$ cat src/rtl/ccdtg_pkg.sv
// Shared types and helpers for the CCD timing generator.
// Assumes: vertical phases are indexed 0..3 for phase 1..4.
package ccdtg_pkg;

    typedef enum logic {
        FLD_ODD  = 1'b0,
        FLD_EVEN = 1'b1
    } fld_t;

    // Four-phase overlap pattern for step k of an 8-step vertical shift.
    function automatic logic [3:0] vx_pattern(input logic [2:0] k);
        logic [1:0] b;
        logic [3:0] p;
        b = k[2:1];
        p = 4'b0000;
        p[b] = 1'b1;
        p[b + 2'd1] = 1'b1;
        if (k[0]) p[b + 2'd2] = 1'b1;
        return p;
    endfunction

endpackage

$ cat src/rtl/ccdtg_hcount.sv
// Horizontal timing: sub-pixel phase and pixel counters. The shift
// clocks, reset gate and horizontal flags are decoded from them.
// Assumes PH_PER_PIX >= 2 and H_BLANK >= 1. The clocks run in every pixel.
module ccdtg_hcount #(
    parameter int PH_PER_PIX = 4,
    parameter int LINE_PIX   = 864,
    parameter int H_BLANK    = 47,
    parameter int ACT_FIRST  = 72,
    parameter int H_EFF      = 752,
    parameter int PW         = 10
) (
    input  logic          clk,
    input  logic          rst_n,
    output logic [PW-1:0] pix,
    output logic          line_end,
    output logic          h1,
    output logic          h2,
    output logic          rg,
    output logic          hblank,
    output logic          hd,
    output logic          pix_act
);
    localparam int PHW = (PH_PER_PIX > 2) ? $clog2(PH_PER_PIX) : 1;
    localparam logic [PHW-1:0] PH_LAST  = PHW'(PH_PER_PIX - 1);
    localparam logic [PHW-1:0] PH_HALF  = PHW'(PH_PER_PIX / 2);
    localparam logic [PW-1:0]  PIX_LAST = PW'(LINE_PIX - 1);
    localparam logic [PW-1:0]  HB_END   = PW'(H_BLANK);
    localparam logic [PW-1:0]  ACT_LO   = PW'(ACT_FIRST);
    localparam logic [PW-1:0]  ACT_HI   = PW'(ACT_FIRST + H_EFF - 1);

    logic [PHW-1:0] phase;

    // Phase counter, and the pixel counter that it carries into.
    always_ff @(posedge clk) begin
        if (!rst_n) begin
            phase <= '0;
            pix   <= '0;
        end else if (phase == PH_LAST) begin
            phase <= '0;
            pix   <= (pix == PIX_LAST) ? '0 : pix + 1'b1;
        end else begin
            phase <= phase + 1'b1;
        end
    end

    // Decode of the clocks and flags from the counters.
    always_comb begin
        line_end = (phase == PH_LAST) && (pix == PIX_LAST);
        h1       = (phase < PH_HALF);
        h2       = (phase >= PH_HALF);
        rg       = (phase == '0);
        hblank   = (pix < HB_END);
        hd       = (pix == '0);
        pix_act  = (pix >= ACT_LO) && (pix <= ACT_HI);
    end

    a_r2_pixel_wraps_on_last_phase: assert property (@(posedge clk) disable iff (!rst_n)
        (pix != $past(pix)) |-> $past(phase == PH_LAST));

    a_r2_reset_gate_in_first_half: assert property (@(posedge clk) disable iff (!rst_n)
        rg |-> (h1 && !h2));

endmodule

$ cat src/rtl/ccdtg_vcount.sv
// Vertical timing: line-within-field counter, field flag and the
// shutter line latched at each field start.
// Assumes the even field is one line (the dummy line) longer than the odd field.
module ccdtg_vcount
    import ccdtg_pkg::*;
#(
    parameter int LINES_ODD = 312,
    parameter int ACT_FIRST = 20,
    parameter int V_EFF     = 291,
    parameter int LW        = 9
) (
    input  logic          clk,
    input  logic          rst_n,
    input  logic          line_end,
    input  logic [LW-1:0] shutter_line,
    output logic [LW-1:0] line,
    output logic          fld,
    output logic [LW-1:0] shut_q,
    output logic          vd,
    output logic          line_act
);
    localparam logic [LW-1:0] LAST_ODD  = LW'(LINES_ODD);
    localparam logic [LW-1:0] LAST_EVEN = LW'(LINES_ODD + 1);
    localparam logic [LW-1:0] ACT_LO    = LW'(ACT_FIRST);
    localparam logic [LW-1:0] ACT_SPAN  = LW'(V_EFF - 1);

    fld_t          fld_q;
    logic [LW-1:0] last_line;
    logic [LW-1:0] act_lo;

    // Line and field counters; the shutter value is latched at the field turn.
    always_ff @(posedge clk) begin
        if (!rst_n) begin
            line   <= LW'(1);
            fld_q  <= FLD_ODD;
            shut_q <= '0;
        end else if (line_end) begin
            if (line == last_line) begin
                line   <= LW'(1);
                fld_q  <= (fld_q == FLD_ODD) ? FLD_EVEN : FLD_ODD;
                shut_q <= shutter_line;
            end else begin
                line <= line + 1'b1;
            end
        end
    end

    // Decode of the field length, sync strobe and active lines.
    always_comb begin
        fld       = (fld_q == FLD_EVEN);
        last_line = fld ? LAST_EVEN : LAST_ODD;
        act_lo    = ACT_LO + LW'(fld);
        vd        = (line == LW'(1));
        line_act  = (line >= act_lo) && (line <= act_lo + ACT_SPAN);
    end

    a_r5_field_turns_at_line_one: assert property (@(posedge clk) disable iff (!rst_n)
        (fld != $past(fld)) |-> (line == LW'(1)));

    a_r10_shutter_moves_only_at_field_start: assert property (@(posedge clk) disable iff (!rst_n)
        (shut_q != $past(shut_q)) |-> (line == LW'(1)));

endmodule

$ cat src/rtl/ccdtg_vdrive.sv
// Vertical drive decode: four-phase transfer levels, field-ordered readout
// gates and shutter substrate pulses, from the pixel, line and field state.
// Assumes all pixel windows lie inside horizontal blanking.
module ccdtg_vdrive
    import ccdtg_pkg::*;
#(
    parameter int PW        = 10,
    parameter int LW        = 9,
    parameter int READ_LINE = 4,
    parameter int VX_START  = 4,
    parameter int VX_STEP   = 4,
    parameter int RD_A      = 8,
    parameter int RD_B      = 24,
    parameter int RD_W      = 8,
    parameter int SUB_START = 38,
    parameter int SUB_W     = 4
) (
    input  logic          clk,
    input  logic          rst_n,
    input  logic [PW-1:0] pix,
    input  logic [LW-1:0] line,
    input  logic          fld,
    input  logic [LW-1:0] shut_q,
    output logic [3:0]    v_phase,
    output logic          read_p1,
    output logic          read_p3,
    output logic          sub_pulse
);
    localparam int NSTEP = 8;
    localparam logic [LW-1:0] RD_LINE = LW'(READ_LINE);
    localparam logic [PW-1:0] A_LO = PW'(RD_A);
    localparam logic [PW-1:0] A_HI = PW'(RD_A + RD_W);
    localparam logic [PW-1:0] B_LO = PW'(RD_B);
    localparam logic [PW-1:0] B_HI = PW'(RD_B + RD_W);
    localparam logic [PW-1:0] S_LO = PW'(SUB_START);
    localparam logic [PW-1:0] S_HI = PW'(SUB_START + SUB_W);

    logic [NSTEP-1:0] in_step;
    logic             is_read_line;
    logic             win_a;
    logic             win_b;

    // One pixel-range decoder per transfer step.
    for (genvar k = 0; k < NSTEP; k++) begin : g_step
        localparam logic [PW-1:0] LO = PW'(VX_START + k * VX_STEP);
        localparam logic [PW-1:0] HI = PW'(VX_START + (k + 1) * VX_STEP);
        assign in_step[k] = (pix >= LO) && (pix < HI);
    end

    // Transfer pattern choice; the readout line stays idle.
    always_comb begin
        is_read_line = (line == RD_LINE);
        v_phase      = vx_pattern(3'd0);
        if (!is_read_line) begin
            for (int k = 0; k < NSTEP; k++) begin
                if (in_step[k]) v_phase = vx_pattern(3'(k));
            end
        end
    end

    // Readout gate order by field, and the shutter drain pulse.
    always_comb begin
        win_a     = is_read_line && (pix >= A_LO) && (pix < A_HI);
        win_b     = is_read_line && (pix >= B_LO) && (pix < B_HI);
        read_p1   = fld ? win_b : win_a;
        read_p3   = fld ? win_a : win_b;
        sub_pulse = (line > RD_LINE) && (line < shut_q) &&
                    (pix >= S_LO) && (pix < S_HI);
    end

    a_r8_gates_exclusive: assert property (@(posedge clk) disable iff (!rst_n)
        !(read_p1 && read_p3));

    a_r8_idle_during_readout: assert property (@(posedge clk) disable iff (!rst_n)
        (read_p1 || read_p3) |-> (v_phase == 4'b0011));

    a_r7_two_or_three_phases_high: assert property (@(posedge clk) disable iff (!rst_n)
        ($countones(v_phase) == 2) || ($countones(v_phase) == 3));

endmodule

$ cat src/rtl/ccd_timing_gen.sv
// Top of the CCD drive timing generator. It derives the line and field
// sizes from the region parameters and joins the horizontal counter,
// the vertical counter and the vertical drive decode.
// Assumes the vertical transfer, readout and drain windows fit in H_BLANK.
module ccd_timing_gen #(
    parameter int PH_PER_PIX = 4,
    parameter int H_BLANK    = 47,
    parameter int H_DUMMY    = 22,
    parameter int H_OBF      = 3,
    parameter int H_EFF      = 752,
    parameter int H_OBR      = 40,
    parameter int V_BLANK    = 7,
    parameter int V_OBF      = 12,
    parameter int V_EFF      = 291,
    parameter int V_OBR      = 2,
    parameter int READ_LINE  = 4,
    parameter int VX_START   = 4,
    parameter int VX_STEP    = 4,
    parameter int RD_A       = 8,
    parameter int RD_B       = 24,
    parameter int RD_W       = 8,
    parameter int SUB_START  = 38,
    parameter int SUB_W      = 4,
    localparam int LINES_ODD = V_BLANK + V_OBF + V_EFF + V_OBR,
    localparam int LW        = $clog2(LINES_ODD + 2)
) (
    input  logic          clk,
    input  logic          rst_n,
    input  logic [LW-1:0] shutter_line,
    output logic          h1,
    output logic          h2,
    output logic          rg,
    output logic          hblank,
    output logic          hd,
    output logic          vd,
    output logic          fld,
    output logic          pix_act,
    output logic          line_act,
    output logic [3:0]    v_phase,
    output logic          read_p1,
    output logic          read_p3,
    output logic          sub_pulse
);
    localparam int LINE_PIX = H_BLANK + H_DUMMY + H_OBF + H_EFF + H_OBR;
    localparam int PW       = $clog2(LINE_PIX);

    logic [PW-1:0] pix;
    logic [LW-1:0] line;
    logic [LW-1:0] shut_q;
    logic          line_end;

    ccdtg_hcount #(
        .PH_PER_PIX(PH_PER_PIX), .LINE_PIX(LINE_PIX), .H_BLANK(H_BLANK),
        .ACT_FIRST(H_BLANK + H_DUMMY + H_OBF), .H_EFF(H_EFF), .PW(PW)
    ) u_h (
        .clk(clk), .rst_n(rst_n), .pix(pix), .line_end(line_end),
        .h1(h1), .h2(h2), .rg(rg), .hblank(hblank), .hd(hd), .pix_act(pix_act)
    );

    ccdtg_vcount #(
        .LINES_ODD(LINES_ODD), .ACT_FIRST(V_BLANK + V_OBF + 1),
        .V_EFF(V_EFF), .LW(LW)
    ) u_v (
        .clk(clk), .rst_n(rst_n), .line_end(line_end), .shutter_line(shutter_line),
        .line(line), .fld(fld), .shut_q(shut_q), .vd(vd), .line_act(line_act)
    );

    ccdtg_vdrive #(
        .PW(PW), .LW(LW), .READ_LINE(READ_LINE), .VX_START(VX_START),
        .VX_STEP(VX_STEP), .RD_A(RD_A), .RD_B(RD_B), .RD_W(RD_W),
        .SUB_START(SUB_START), .SUB_W(SUB_W)
    ) u_d (
        .clk(clk), .rst_n(rst_n), .pix(pix), .line(line), .fld(fld),
        .shut_q(shut_q), .v_phase(v_phase), .read_p1(read_p1),
        .read_p3(read_p3), .sub_pulse(sub_pulse)
    );

    a_r9_drain_only_in_blanking: assert property (@(posedge clk) disable iff (!rst_n)
        sub_pulse |-> hblank);

    a_r4_line_strobe_in_blanking: assert property (@(posedge clk) disable iff (!rst_n)
        hd |-> hblank);

endmodule

$ cat config.mk
export PLATFORM = sky130hd
export DESIGN_NAME = ccd_timing_gen
export DESIGN_NICKNAME = d
export VERILOG_FILES = /design/src/rtl/ccdtg_pkg.sv /design/src/rtl/ccdtg_hcount.sv /design/src/rtl/ccdtg_vcount.sv /design/src/rtl/ccdtg_vdrive.sv /design/src/rtl/ccd_timing_gen.sv
export SDC_FILE = /design/constraint.sdc
export NUM_CORES = 1
export LEC_CHECK = 0
export BUFFER_PORTS_ARGS = -buffer_cell sky130_fd_sc_hd__clkbuf_2
export CAP_MARGIN = 20
export CELL_PAD_IN_SITES_DETAIL_PLACEMENT = 0
export CELL_PAD_IN_SITES_GLOBAL_PLACEMENT = 1
export CORE_MARGIN = 2
export CORE_UTILIZATION = 42
export CTS_CLUSTER_DIAMETER = 40
export CTS_CLUSTER_SIZE = 40
export DETAILED_ROUTE_END_ITERATION = 10
export PLACE_DENSITY = 0.77
export REMOVE_ABC_BUFFERS = 1
export SLEW_MARGIN = 15
export SYNTH_ARGS = -nofsm -noshare
export SYNTH_HDL_FRONTEND = slang
export SYNTH_SLANG_ARGS = --single-unit
$ cat constraint.sdc
create_clock -name clk -period 2.9 [get_ports clk]
set_input_delay 0.58 -clock clk [delete_from_list [all_inputs] [get_ports clk]]
set_output_delay 0.58 -clock clk [all_outputs]
set_load 0.05 [all_outputs]
==> results.sh <==
export IMPL_hold_viol=0
export IMPL_hpwl_mm=3.53
export IMPL_use_met3_pct=4.58
export IMPL_cts_hold_buf=0
export IMPL_power_density_nw_per_um2=388
export IMPL_antenna_left=0
export IMPL_clkSinkCount=31
export IMPL_slew_violations=0
export IMPL_maxCapViolations=0
export IMPL_crit_type="reg2out"
export IMPL_ff2ff_setup_slack_ns=0.72
export IMPL_final_layout_size_suffix_gt1_share_pct=17.0
export IMPL_peakVddDrop_uv=333
export IMPL_cts_tree="done"
export IMPL_synthDistinctLibCells=45
export IMPL_ios=27
export IMPL_synth_edf_count=0
export IMPL_setup_violations_final=0
export IMPL_ys_ff_latch=31
export IMPL_yosys_area_top_type="dfxtp_1"
export IMPL_rsz0062_at_grt="false"
export IMPL_relSlewSlack_pct=66.3
export IMPL_ff_latch_area_sq_um=621
export IMPL_diodes=0
export IMPL_hp_class="reg2reg"
export IMPL_post_route_period_util_pct=95.8
export IMPL_ys_flop_type="dfxtp_1"
export IMPL_die_height_um=72.1
export IMPL_syn_cell_area_sq_um=1950
export IMPL_leakage_nw=0.881
export IMPL_slowest_delay_ns=0.62
export IMPL_dieWidth_um=72.1
export IMPL_min_path_cells=1
export IMPL_critPathArrivalTime_ns=2.20
export IMPL_fill_cells=441
export IMPL_crit_path_max_fanout=8
export IMPL_port_buffers=26
export IMPL_ys_warn_count=0
export IMPL_crit_family="simple AND/OR/NAND/NOR gates"
export IMPL_die_area_sq_um=5200
export IMPL_period_minus_slack_ns=2.78
export IMPL_rows=24
export IMPL_fmax_ghz=0.360
export IMPL_insertion_delay_ns=0.28
export IMPL_hold_slack_ns=0.455
export IMPL_vias=1855
export IMPL_instances_no_fill=328
export IMPL_pre_cts_ws_ns=0.427
export IMPL_most_common_layout_cells="31 x dfxtp_1, 26 x clkbuf_2, 24 x nor2_1, 17 x o21ai_0, 17 x ha_1"
export IMPL_initialDrtViolationCount=181
export IMPL_required_ns=2.32
export IMPL_fin_skew_ns=0.00719
export IMPL_use_met1_pct=30.5
export IMPL_cp_slowest_cell="or4_1"
export IMPL_grt_max_degree=17
export IMPL_min_to="u_h.phase[0]$_SDFF_PP0_"
export IMPL_reg2reg_from="u_h.pix[1]$_SDFFE_PN0P_"
export IMPL_cts_root_buf="clkbuf_8"
export IMPL_critical_path_cell_chain="or4_1 -> nor2_1 -> nor4b_1 -> clkbuf_2"
export IMPL_reg2regPathDepth=5
export IMPL_nNetsFinal=303
export IMPL_wl_per_cell_um=14.5
export IMPL_grt_pass1_vias=1681
export IMPL_r2r_end="u_v.line[8]$_SDFFE_PN0P_"
export IMPL_tightest_slew_ns=0.503
export IMPL_startpoint_type="flop"
export IMPL_hp_start="u_h.phase[0]$_SDFF_PP0_"
export IMPL_grt_usage_pct=20.1
export IMPL_end_kind="primary output"
export IMPL_clk_path_buf_depth=2
export IMPL_firstDrtPassIters=4
export IMPL_top_usage_layer="met1"
export IMPL_post_drt_via_cell_ratio=5.66
export IMPL_wl_mm=4.76
export IMPL_antenna_found_initial=0
export IMPL_cp_num_buf_inv=1
export IMPL_seq_area_frac_synth_pct=31.8
export IMPL_core_area_sq_um=4410
export IMPL_initial_core_util_pct=44.2
export IMPL_multi_input_area_sq_um=1220
export IMPL_use_met2_pct=27.5
export IMPL_grt_remaining_overflow=0
export IMPL_path_clk_slew_ns=0.07
export IMPL_h_tree_depth=2
export IMPL_grt_pass1_wl_mm=8.22
export IMPL_dpl_cell_count=320
export IMPL_status="completed"
export IMPL_async_flop_share_pct=0
export IMPL_gp_congestion=0.900
export IMPL_yosys_area_top_type_share_pct=31.8
export IMPL_drc_errors=0
export IMPL_cts_buffers=5
export IMPL_final_setup_worst_slack_ns=0.123
export IMPL_avgSynthCellArea_sq_um=7.86
export IMPL_postSynthCellCount=248
export IMPL_synth_area_top_cells="dfxtp_1 32%, ha_1 11%, nor2_1 4.6%, o21ai_0 4.4%, a21oi_1 4.1%"
export IMPL_area_growth_pct=15.2
export IMPL_utilization_pct=50.9
export IMPL_final_common_cell="dfxtp_1"
==> registers in the layout, summed over array words and instances (netlist names) <==
signal	count
u_h.pix	10
u_v.line	9
u_v.shut_q	9
u_h.phase	2
u_v.fld	1
==> worst max path at each step <==
stage,startpoint,to,slack [ns],depth (start not counted)
after floorplan,u_h.pix[6]$_SDFFE_PN0P_,v_phase[2],-0.42,3
after global placement,u_v.line[7]$_SDFFE_PN0P_,read_p3,0.43,5
after detailed placement,u_v.line[7]$_SDFFE_PN0P_,read_p3,0.43,5
after CTS,u_v.line[7]$_SDFFE_PN0P_,read_p3,0.11,5
after global routing,u_v.line[0]$_SDFFE_PN1P_,line_act,0.02,7
final,u_h.pix[6]$_SDFFE_PN0P_,v_phase[2],0.12,4
==> metal layers <==
layer / vias up / routed length, um
met5: - / 0
met4: 0 / 53
met3: 6 / 243
met2: 54 / 2030
met1: 856 / 2430
li1: 939 / -
==> cells by family after synthesis <==
family / count (synthesis) / synth area share (%)
XOR/XNOR: 13 / 5.84
flip-flops: 31 / 31.8
adder cells (fa/ha/maj): 17 / 10.9
buffers and inverters: 32 / 6.16
AND/OR/NAND/NOR: 106 / 30.2
multiplexers: 1 / 0.513
AO/OA/AOI/OAI: 48 / 14.5
==> metrics by stage <==
step / setup TNS [ns] / area (sq um) / power (mW)
after detailed placement: 0 / 2160 / 0.551
after CTS: 0 / 2240 / 0.880
after global placement: 0 / 2160 / 0.551
after floorplan: -0.424 / 1890 / 0.522
final: 0 / 2250 / 0.871
after global routing: 0 / 2250 / 0.911
==> final cells by class <==
type,instances,share of cell area [%]
inverter,17,2.84
tap,52,2.90
multi-input combinational,185,54.2
clock buffer,7,3.40
timing repair buffer,35,8.80
clock inverter,1,0.223
sequential,31,27.6
==> Yosys cell counts, types with 3 or more instances <==
library cell and count:
nand3_1 16, a21oi_1 16, ha_1 17, nand4_1 11
dfxtp_1 31, clkbuf_1 14, nand2_1 13, inv_1 16
or4_1 3, nor4_1 3, or3_1 4, nor2_1 24
and3_1 5, a31oi_1 3, o21ai_0 17, xnor2_1 6
nor2b_1 3, nor3_1 7, xor2_1 7
==> power by group <==
part	internal, mW	switching [mW]	total (mW)
logic	0.0302	0.0730	0.103
registers	0.432	0.00705	0.439
clock network	0.168	0.161	0.329
total	0.630	0.241	0.871
==> repair_timing <==
item | 4_1_cts | 5_1_grt
endpoints found under the setup margin | 0 | 2
setup buffers | 0 | 0
resized for setup | 0 | 1
==> worst register-to-register path: cells and delay by family, from the launching register on <==
family / cells / cell delay, ns
and+or+nand+nor: 3 / 1.20
DFF: 1 / 0.42
AOI/OAI and AO/OA: 1 / 0.18
adders and majority gates: 1 / 0.31
No activity file was read; power rests on OpenSTA's default activity.
